===== src/rtl/uart_txq_pkg.sv =====
package uart_txq_pkg;

  typedef enum logic [1:0] {
    REG_DATA  = 2'd0,
    REG_LEVEL = 2'd1,
    REG_STAT  = 2'd2,
    REG_CTRL  = 2'd3
  } reg_sel_e;

  localparam int STAT_FLAG_BIT = 0;
  localparam int STAT_SET_BIT  = 6;
  localparam int CTRL_IE_BIT   = 5;
  localparam int CTRL_BRK_BIT  = 8;
  localparam int LVL_LSB       = 8;
  localparam int LVL_W         = 8;

  function automatic logic [4:0] low_water(input logic [1:0] sel);
    case (sel)
      2'd0:    low_water = 5'd0;
      2'd1:    low_water = 5'd4;
      2'd2:    low_water = 5'd8;
      default: low_water = 5'd16;
    endcase
  endfunction

endpackage


===== src/rtl/txq_fifo.sv =====
module txq_fifo #(
  parameter int DEPTH = 64,
  parameter int WIDTH = 8,
  localparam int AW = $clog2(DEPTH),
  localparam int CW = $clog2(DEPTH + 1)
) (
  input  logic             clk_i,
  input  logic             rst_ni,
  input  logic             push_i,
  input  logic [WIDTH-1:0] data_i,
  input  logic             pop_i,
  output logic [WIDTH-1:0] head_o,
  output logic             empty_o,
  output logic             full_o,
  output logic [CW-1:0]    cnt_o,
  output logic [CW-1:0]    cnt_next_o
);

  logic [WIDTH-1:0] mem [DEPTH];
  logic [AW-1:0]    wr_ptr_q, rd_ptr_q;
  logic [CW-1:0]    cnt_q, cnt_d;
  logic             push_ok, pop_ok;

  function automatic logic [AW-1:0] ptr_inc(input logic [AW-1:0] p);
    ptr_inc = (p == AW'(DEPTH - 1)) ? '0 : p + 1'b1;
  endfunction

  assign empty_o = (cnt_q == '0);
  assign full_o  = (cnt_q == CW'(DEPTH));
  assign push_ok = push_i && !full_o;   // full: drop, never overwrite
  assign pop_ok  = pop_i && !empty_o;

  always_comb begin
    cnt_d = cnt_q;
    if (push_ok && !pop_ok) cnt_d = cnt_q + 1'b1;
    else if (!push_ok && pop_ok) cnt_d = cnt_q - 1'b1;
  end

  always_ff @(posedge clk_i or negedge rst_ni) begin
    if (!rst_ni) begin
      wr_ptr_q <= '0;
      rd_ptr_q <= '0;
      cnt_q    <= '0;
    end else begin
      if (push_ok) wr_ptr_q <= ptr_inc(wr_ptr_q);
      if (pop_ok)  rd_ptr_q <= ptr_inc(rd_ptr_q);
      cnt_q <= cnt_d;
    end
  end

  always_ff @(posedge clk_i) begin
    if (push_ok) mem[wr_ptr_q] <= data_i;
  end

  assign head_o     = mem[rd_ptr_q];
  assign cnt_o      = cnt_q;
  assign cnt_next_o = cnt_d;

  a_r3_full_drop: assert property (@(posedge clk_i) disable iff (!rst_ni)
    (full_o && push_i && !pop_i) |=> (cnt_q == CW'(DEPTH)));

  a_r2_cnt_bound: assert property (@(posedge clk_i) disable iff (!rst_ni)
    cnt_q <= CW'(DEPTH));

endmodule


===== src/rtl/txq_irq.sv =====
module txq_irq
  import uart_txq_pkg::*;
#(
  parameter int CW = 7
) (
  input  logic          clk_i,
  input  logic          rst_ni,
  input  logic [CW-1:0] cnt_i,
  input  logic [CW-1:0] cnt_next_i,
  input  logic [1:0]    thr_sel_i,
  input  logic          sw_clr_i,
  input  logic          sw_set_i,
  output logic          flag_o
);

  logic [CW-1:0] mark;
  logic          drop_hit, flag_q;

  assign mark     = CW'(low_water(thr_sel_i));
  assign drop_hit = (cnt_i > mark) && (cnt_next_i <= mark);

  // set sources win over the software clear
  always_ff @(posedge clk_i or negedge rst_ni) begin
    if (!rst_ni)                    flag_q <= 1'b0;
    else if (drop_hit || sw_set_i)  flag_q <= 1'b1;
    else if (sw_clr_i)              flag_q <= 1'b0;
  end

  assign flag_o = flag_q;

  a_r5_drop_sets: assert property (@(posedge clk_i) disable iff (!rst_ni)
    (cnt_i > mark && cnt_next_i <= mark) |=> flag_q);

  a_r6_clear_works: assert property (@(posedge clk_i) disable iff (!rst_ni)
    (sw_clr_i && !sw_set_i && !(cnt_i > mark && cnt_next_i <= mark)) |=> !flag_q);

  a_r7_set_over_clr: assert property (@(posedge clk_i) disable iff (!rst_ni)
    (sw_clr_i && sw_set_i) |=> flag_q);

endmodule


===== src/rtl/txq_line.sv =====
module txq_line (
  input  logic brk_i,
  input  logic empty_i,
  input  logic ser_ready_i,
  output logic ser_valid_o,
  output logic pop_o,
  output logic txd_o
);

  assign ser_valid_o = !empty_i && !brk_i;
  assign pop_o       = ser_valid_o && ser_ready_i;
  assign txd_o       = !brk_i;

endmodule


===== src/rtl/uart_txq.sv =====
module uart_txq
  import uart_txq_pkg::*;
#(
  parameter int DEPTH  = 64,
  parameter int DATA_W = 8,
  localparam int CW = $clog2(DEPTH + 1)
) (
  input  logic              clk_i,
  input  logic              rst_ni,
  input  logic              req_i,
  input  logic              we_i,
  input  logic [1:0]        addr_i,
  input  logic [31:0]       wdata_i,
  output logic [31:0]       rdata_o,
  output logic              ser_valid_o,
  output logic [DATA_W-1:0] ser_data_o,
  input  logic              ser_ready_i,
  output logic              txd_o,
  output logic              irq_o
);

  logic          wr_data, wr_stat, wr_ctrl;
  logic [1:0]    thr_sel_q;
  logic          ie_q, brk_q;
  logic          pop, empty, full, flag;
  logic [CW-1:0] cnt, cnt_next;

  assign wr_data = req_i && we_i && (addr_i == REG_DATA);
  assign wr_stat = req_i && we_i && (addr_i == REG_STAT);
  assign wr_ctrl = req_i && we_i && (addr_i == REG_CTRL);

  always_ff @(posedge clk_i or negedge rst_ni) begin
    if (!rst_ni) begin
      thr_sel_q <= 2'd0;
      ie_q      <= 1'b0;
      brk_q     <= 1'b0;
    end else if (wr_ctrl) begin
      thr_sel_q <= wdata_i[1:0];
      ie_q      <= wdata_i[CTRL_IE_BIT];
      brk_q     <= wdata_i[CTRL_BRK_BIT];
    end
  end

  txq_fifo #(.DEPTH(DEPTH), .WIDTH(DATA_W)) u_fifo (
    .clk_i      (clk_i),
    .rst_ni     (rst_ni),
    .push_i     (wr_data),
    .data_i     (wdata_i[DATA_W-1:0]),
    .pop_i      (pop),
    .head_o     (ser_data_o),
    .empty_o    (empty),
    .full_o     (full),
    .cnt_o      (cnt),
    .cnt_next_o (cnt_next)
  );

  txq_irq #(.CW(CW)) u_irq (
    .clk_i      (clk_i),
    .rst_ni     (rst_ni),
    .cnt_i      (cnt),
    .cnt_next_i (cnt_next),
    .thr_sel_i  (thr_sel_q),
    .sw_clr_i   (wr_stat && wdata_i[STAT_FLAG_BIT]),
    .sw_set_i   (wr_stat && wdata_i[STAT_SET_BIT]),
    .flag_o     (flag)
  );

  txq_line u_line (
    .brk_i       (brk_q),
    .empty_i     (empty),
    .ser_ready_i (ser_ready_i),
    .ser_valid_o (ser_valid_o),
    .pop_o       (pop),
    .txd_o       (txd_o)
  );

  assign irq_o = flag && ie_q;

  always_comb begin
    rdata_o = '0;
    case (addr_i)
      REG_LEVEL: rdata_o[LVL_LSB +: LVL_W] = LVL_W'(cnt);
      REG_STAT:  rdata_o[STAT_FLAG_BIT]    = flag;
      REG_CTRL: begin
        rdata_o[1:0]          = thr_sel_q;
        rdata_o[CTRL_IE_BIT]  = ie_q;
        rdata_o[CTRL_BRK_BIT] = brk_q;
      end
      default: rdata_o = '0;
    endcase
  end

  a_r9_brk_hold: assert property (@(posedge clk_i) disable iff (!rst_ni)
    (brk_q && !wr_data) |=> (cnt == $past(cnt)));

  a_r1_valid_nonempty: assert property (@(posedge clk_i) disable iff (!rst_ni)
    ser_valid_o |-> (cnt != '0));

  a_r10_idle_high: assert property (@(posedge clk_i) disable iff (!rst_ni)
    (!brk_q && !wr_ctrl) |=> txd_o);

endmodule


===== config.mk =====
export PLATFORM = sky130hd
export DESIGN_NAME = uart_txq
export DESIGN_NICKNAME = d
export VERILOG_FILES = /design/src/rtl/uart_txq_pkg.sv /design/src/rtl/txq_fifo.sv /design/src/rtl/txq_irq.sv /design/src/rtl/txq_line.sv /design/src/rtl/uart_txq.sv
export SDC_FILE = /design/constraint.sdc
export NUM_CORES = 1
export LEC_CHECK = 0
export ABC_AREA = 1
export CAP_MARGIN = 5
export CELL_PAD_IN_SITES_DETAIL_PLACEMENT = 1
export CELL_PAD_IN_SITES_GLOBAL_PLACEMENT = 2
export CORE_ASPECT_RATIO = 1.25
export CORE_MARGIN = 1
export CORE_UTILIZATION = 40
export DETAILED_ROUTE_END_ITERATION = 8
export DONT_BUFFER_PORTS = 1
export GPL_TIMING_DRIVEN = 0
export PLACE_DENSITY_LB_ADDON = 0.3
export SLEW_MARGIN = 40
export SYNTH_ARGS = -nofsm -noshare
export SYNTH_HDL_FRONTEND = slang
export SYNTH_SLANG_ARGS = --single-unit

===== constraint.sdc =====
create_clock -name clk_i -period 2.3 [get_ports clk_i]
set_input_delay 0.46 -clock clk_i [delete_from_list [all_inputs] [get_ports clk_i]]
set_output_delay 0.46 -clock clk_i [all_outputs]
set_load 0.01 [all_outputs]

==> results.cfg <==
[critical_path]
cp-start-kind = flop
critical_path_buf_inv_count = 3
crit_family = simple AND/OR/NAND/NOR gates
required_ps = 1840
crit_type = flop to output port
cp_common_cell = nand3_1
crit_slowest_cell = dfrtp_2
critPathCaptureType = output port
path_cells = inv_4 > buf_6 > buf_4 > nor2_1 > o211ai_1 > nand3_1 > nand3_1 > nand3_2 > nand3_4
arrival_ps = 2750
path_max_fanout = 10
cp_slowest_stage_delay_ps = 460

[global_route]
grt_start_max_net_pins = 66
grt_usage_pct = 29.5
grt-ovfl-total = 0
antenna_found_initial = 1
grt_pass1_vias = 16600
grt_pass1_wl_mm = 116

[place]
placed_area_um2 = 23200
dp_hpwl_mm = 52.3
place_inst = 2548
gp_congestion = 0.881
io_buffer_count = 0

[drt]
wirelength_mm = 81.7
drt-initial-drc-count = 1535
dr.pass1.iters = 6
vias_per_cell = 5.83
wl_per_cell_um = 29.9
ant_nets = 0
vias = 15900
drcViolationCount = 0

[sta]
holdWs_ps = 45.8
finalSetupViolCount = 17
min_period_ps = 3210
rsz0062_at_grt = true
worstMarginPinSlew_ps = 935
report.final.slew_viol_count = 0
slew_headroom_pct = 37.5
hold_viol = 0
clock.fmax_ghz = 0.311
finClkSkew_ps = 27.3
setup_slack_ps = -912
fin_crit_sh_pct = 140

[power]
power_frac_clock_pct = 25.8
p_total_mw = 33.9
p_switching_mw = 14.0
peakVddDrop_mv = 0.666
powerDensity_nw_per_um2 = 1250
leakage_nw = 9.07
p_int_mw = 20.0
seqPwrFrac_pct = 33.0
combPwrFrac_pct = 41.2
power.share.switching_pct = 41.1

[synth]
synthTopCellsByArea = edfxtp_1 70%, nor2_1 6.8%, o21ai_0 5.7%, dfrtp_1 2.7%, nand2_1 2.3%
yosys.area.top_type = edfxtp_1
syn_area_per_cell_um2 = 12.3
synth-warning-count = 0
syn-instance-count = 1796
syn_area_um2 = 22100
synth_top_area_share_pct = 69.6
synth-seq-cells = 536
synth_edf_count = 512
async_flop_share_pct = 4.48
synth_ff_type = edfxtp_1
ys_seq_area_share_pct = 72.3
yosysUniqueCellTypes = 42

[cts]
cts_inserted_buffers = 52
cts_sinks = 536
cts_root_buf = clkbuf_16
path_clk_slew_ps = 60
cts_max_level = 2
cts_tree = done
clockBufferDepth = 3
clk_latency_ps = 630

[die]
start_util_pct = 40.8
coreArea_um2 = 54200
rows = 95
io_pins = 82
dieWidth_um = 212
die_h_um = 265
die_area_um2 = 56200

[outcome]
violations = setup timing
status = finished, violations left

[cells_and_area]
finish.utilization_pct = 50.2
area_delta_synth_final_pct = 23.2
instances_no_fill = 2732
final_cell_area_um2 = 27200
num-nets-final = 2011
drive_gt1_share_pct = 21.7

[run]
maxCapViolCount = 0

[hold_path]
hp-class = primary input to flop
repair_timing:
action / in CTS / in global routing
gates resized for setup: 268 / 68
endpoints found under the setup margin: 522 / 250
endpoints found under the hold margin: 538 / 0
gates cloned: 1 / 0
pin swaps: 55 / 52
setup buffers: 61 / 12
hold buffers: 14 / 0
final cells by class:
| class | instances | area (um^2) |
|---|---|---|
| Antenna cell | 1 | 2.50 |
| Buffer | 124 | 970 |
| Clock buffer | 72 | 1430 |
| Clock inverter | 24 | 273 |
| Fill cell | 5578 | 27000 |
| Inverter | 37 | 158 |
| Multi-Input combinational cell | 1119 | 6290 |
| Sequential cell | 536 | 16000 |
| Tap cell | 727 | 910 |
| Timing Repair Buffer | 92 | 1200 |
tightest hold or removal path, delay by kind of cell:
kind | cells | cell delay [ps]
simple gates | 2 | 110
compound gates | 1 | 50
worst paths after layout:
path,from,end,slack [ps],cells after the start
setup / recovery,u_fifo.rd_ptr_q[0],ser_data_o[4],-910,9
hold / removal,wdata_i[0],u_irq.flag_o,50,3
setup reg to reg,u_fifo.cnt_o[1],u_irq.flag_o,-210,17
hold reg to reg,u_irq.flag_o,u_irq.flag_o,570,2
max in group asynchronous,rst_ni,u_fifo.rd_ptr_q[0],1810,2
min in group asynchronous,rst_ni,u_fifo.cnt_o[4],310,2
through the flow:
step                setup WS (ps)  TNS [ps]
global placement            -1120   -443630
finish                       -912     -7150
detailed placement          -1090   -323170
CTS                          -880     -7780
global route                 -941     -8620
floorplan                    1.85         0
cell usage in the layout (no fill, tap or decap), drive strengths merged:
| cell | instances |
|---|---|
| o22ai | 71 |
| dfrtp | 24 |
| a31oi | 1 |
| buf | 158 |
| nand4 | 15 |
| clkbuf | 124 |
| mux2i | 1 |
| nand2 | 143 |
| nor3 | 8 |
| inv | 34 |
| a21oi | 14 |
| o211ai | 52 |
| conb | 22 |
| a22oi | 1 |
| a211oi | 1 |
| nor2 | 403 |
| o21bai | 3 |
| bufbuf | 1 |
| xor2 | 6 |
| o21a | 1 |
| nand3 | 82 |
| bufinv | 6 |
| o21ai | 274 |
| diode | 1 |
| edfxtp | 512 |
| ha | 10 |
| nor4 | 1 |
| o221ai | 9 |
| clkinvlp | 3 |
| dlygate4sd3 | 5 |
| clkinv | 18 |
| nor3b | 1 |
metal layers:
| metal | vias to the layer above | GRT usage [%] | wire [um] |
|---|---|---|---|
| met2 | 690 | 50.8 | 41000 |
| met4 | 0 | 13.9 | 4010 |
| met3 | 192 | 3.81 | 5420 |
| li1 | 6861 | - | - |
| met5 | - | 0 | 0 |
| met1 | 8192 | 36.6 | 31300 |
cells by family (layout without fill, tap and decap cells):
family / Yosys count / after routing / share of synthesized area (%)
buffers and inverters: 162 / 349 / 3.87
adders and majority gates: 10 / 10 / 0.566
AOI/OAI and AO/OA: 427 / 427 / 10.9
other: 1 / 23 / 0.0170
xor gates and xnor gates: 6 / 6 / 0.238
muxes: 1 / 1 / 0.0453
and+or+nand+nor: 653 / 653 / 12.0
DFF: 536 / 536 / 72.3
state kept, by name, summed over array words and instances (netlist names):
name and flops:
u_fifo.wr_ptr_q 6, u_irq.flag_o 1, u_fifo.cnt_o 7, thr_sel_q 2, brk_q 1, u_fifo.rd_ptr_q 6, ie_q 1, u_fifo.mem 512
synthesized netlist by cell type, types with 10 or more instances:
cell      number
ha_1          10
nand2_1      138
a21oi_1       14
o21ai_0      252
buf_4         25
o211ai_1      52
clkbuf_1      54
buf_2         33
nor2_1       400
nand4_1       14
nand3_1       80
edfxtp_1     512
o21ai_1       22
dfrtp_1       24
o22ai_1       71
inv_1         27
power groups by stage:
stage	Sequential [mW]	Clock, mW	Combinational (mW)
final	11.2	8.75	14.0
after global routing	11.2	9.14	14.6
after CTS	11.2	8.81	13.3
after detailed placement	11.3	0	11.6
after global placement	11.3	0	11.3
after floorplan	11.3	0	6.37
No activity file was read; power rests on OpenSTA's default activity.
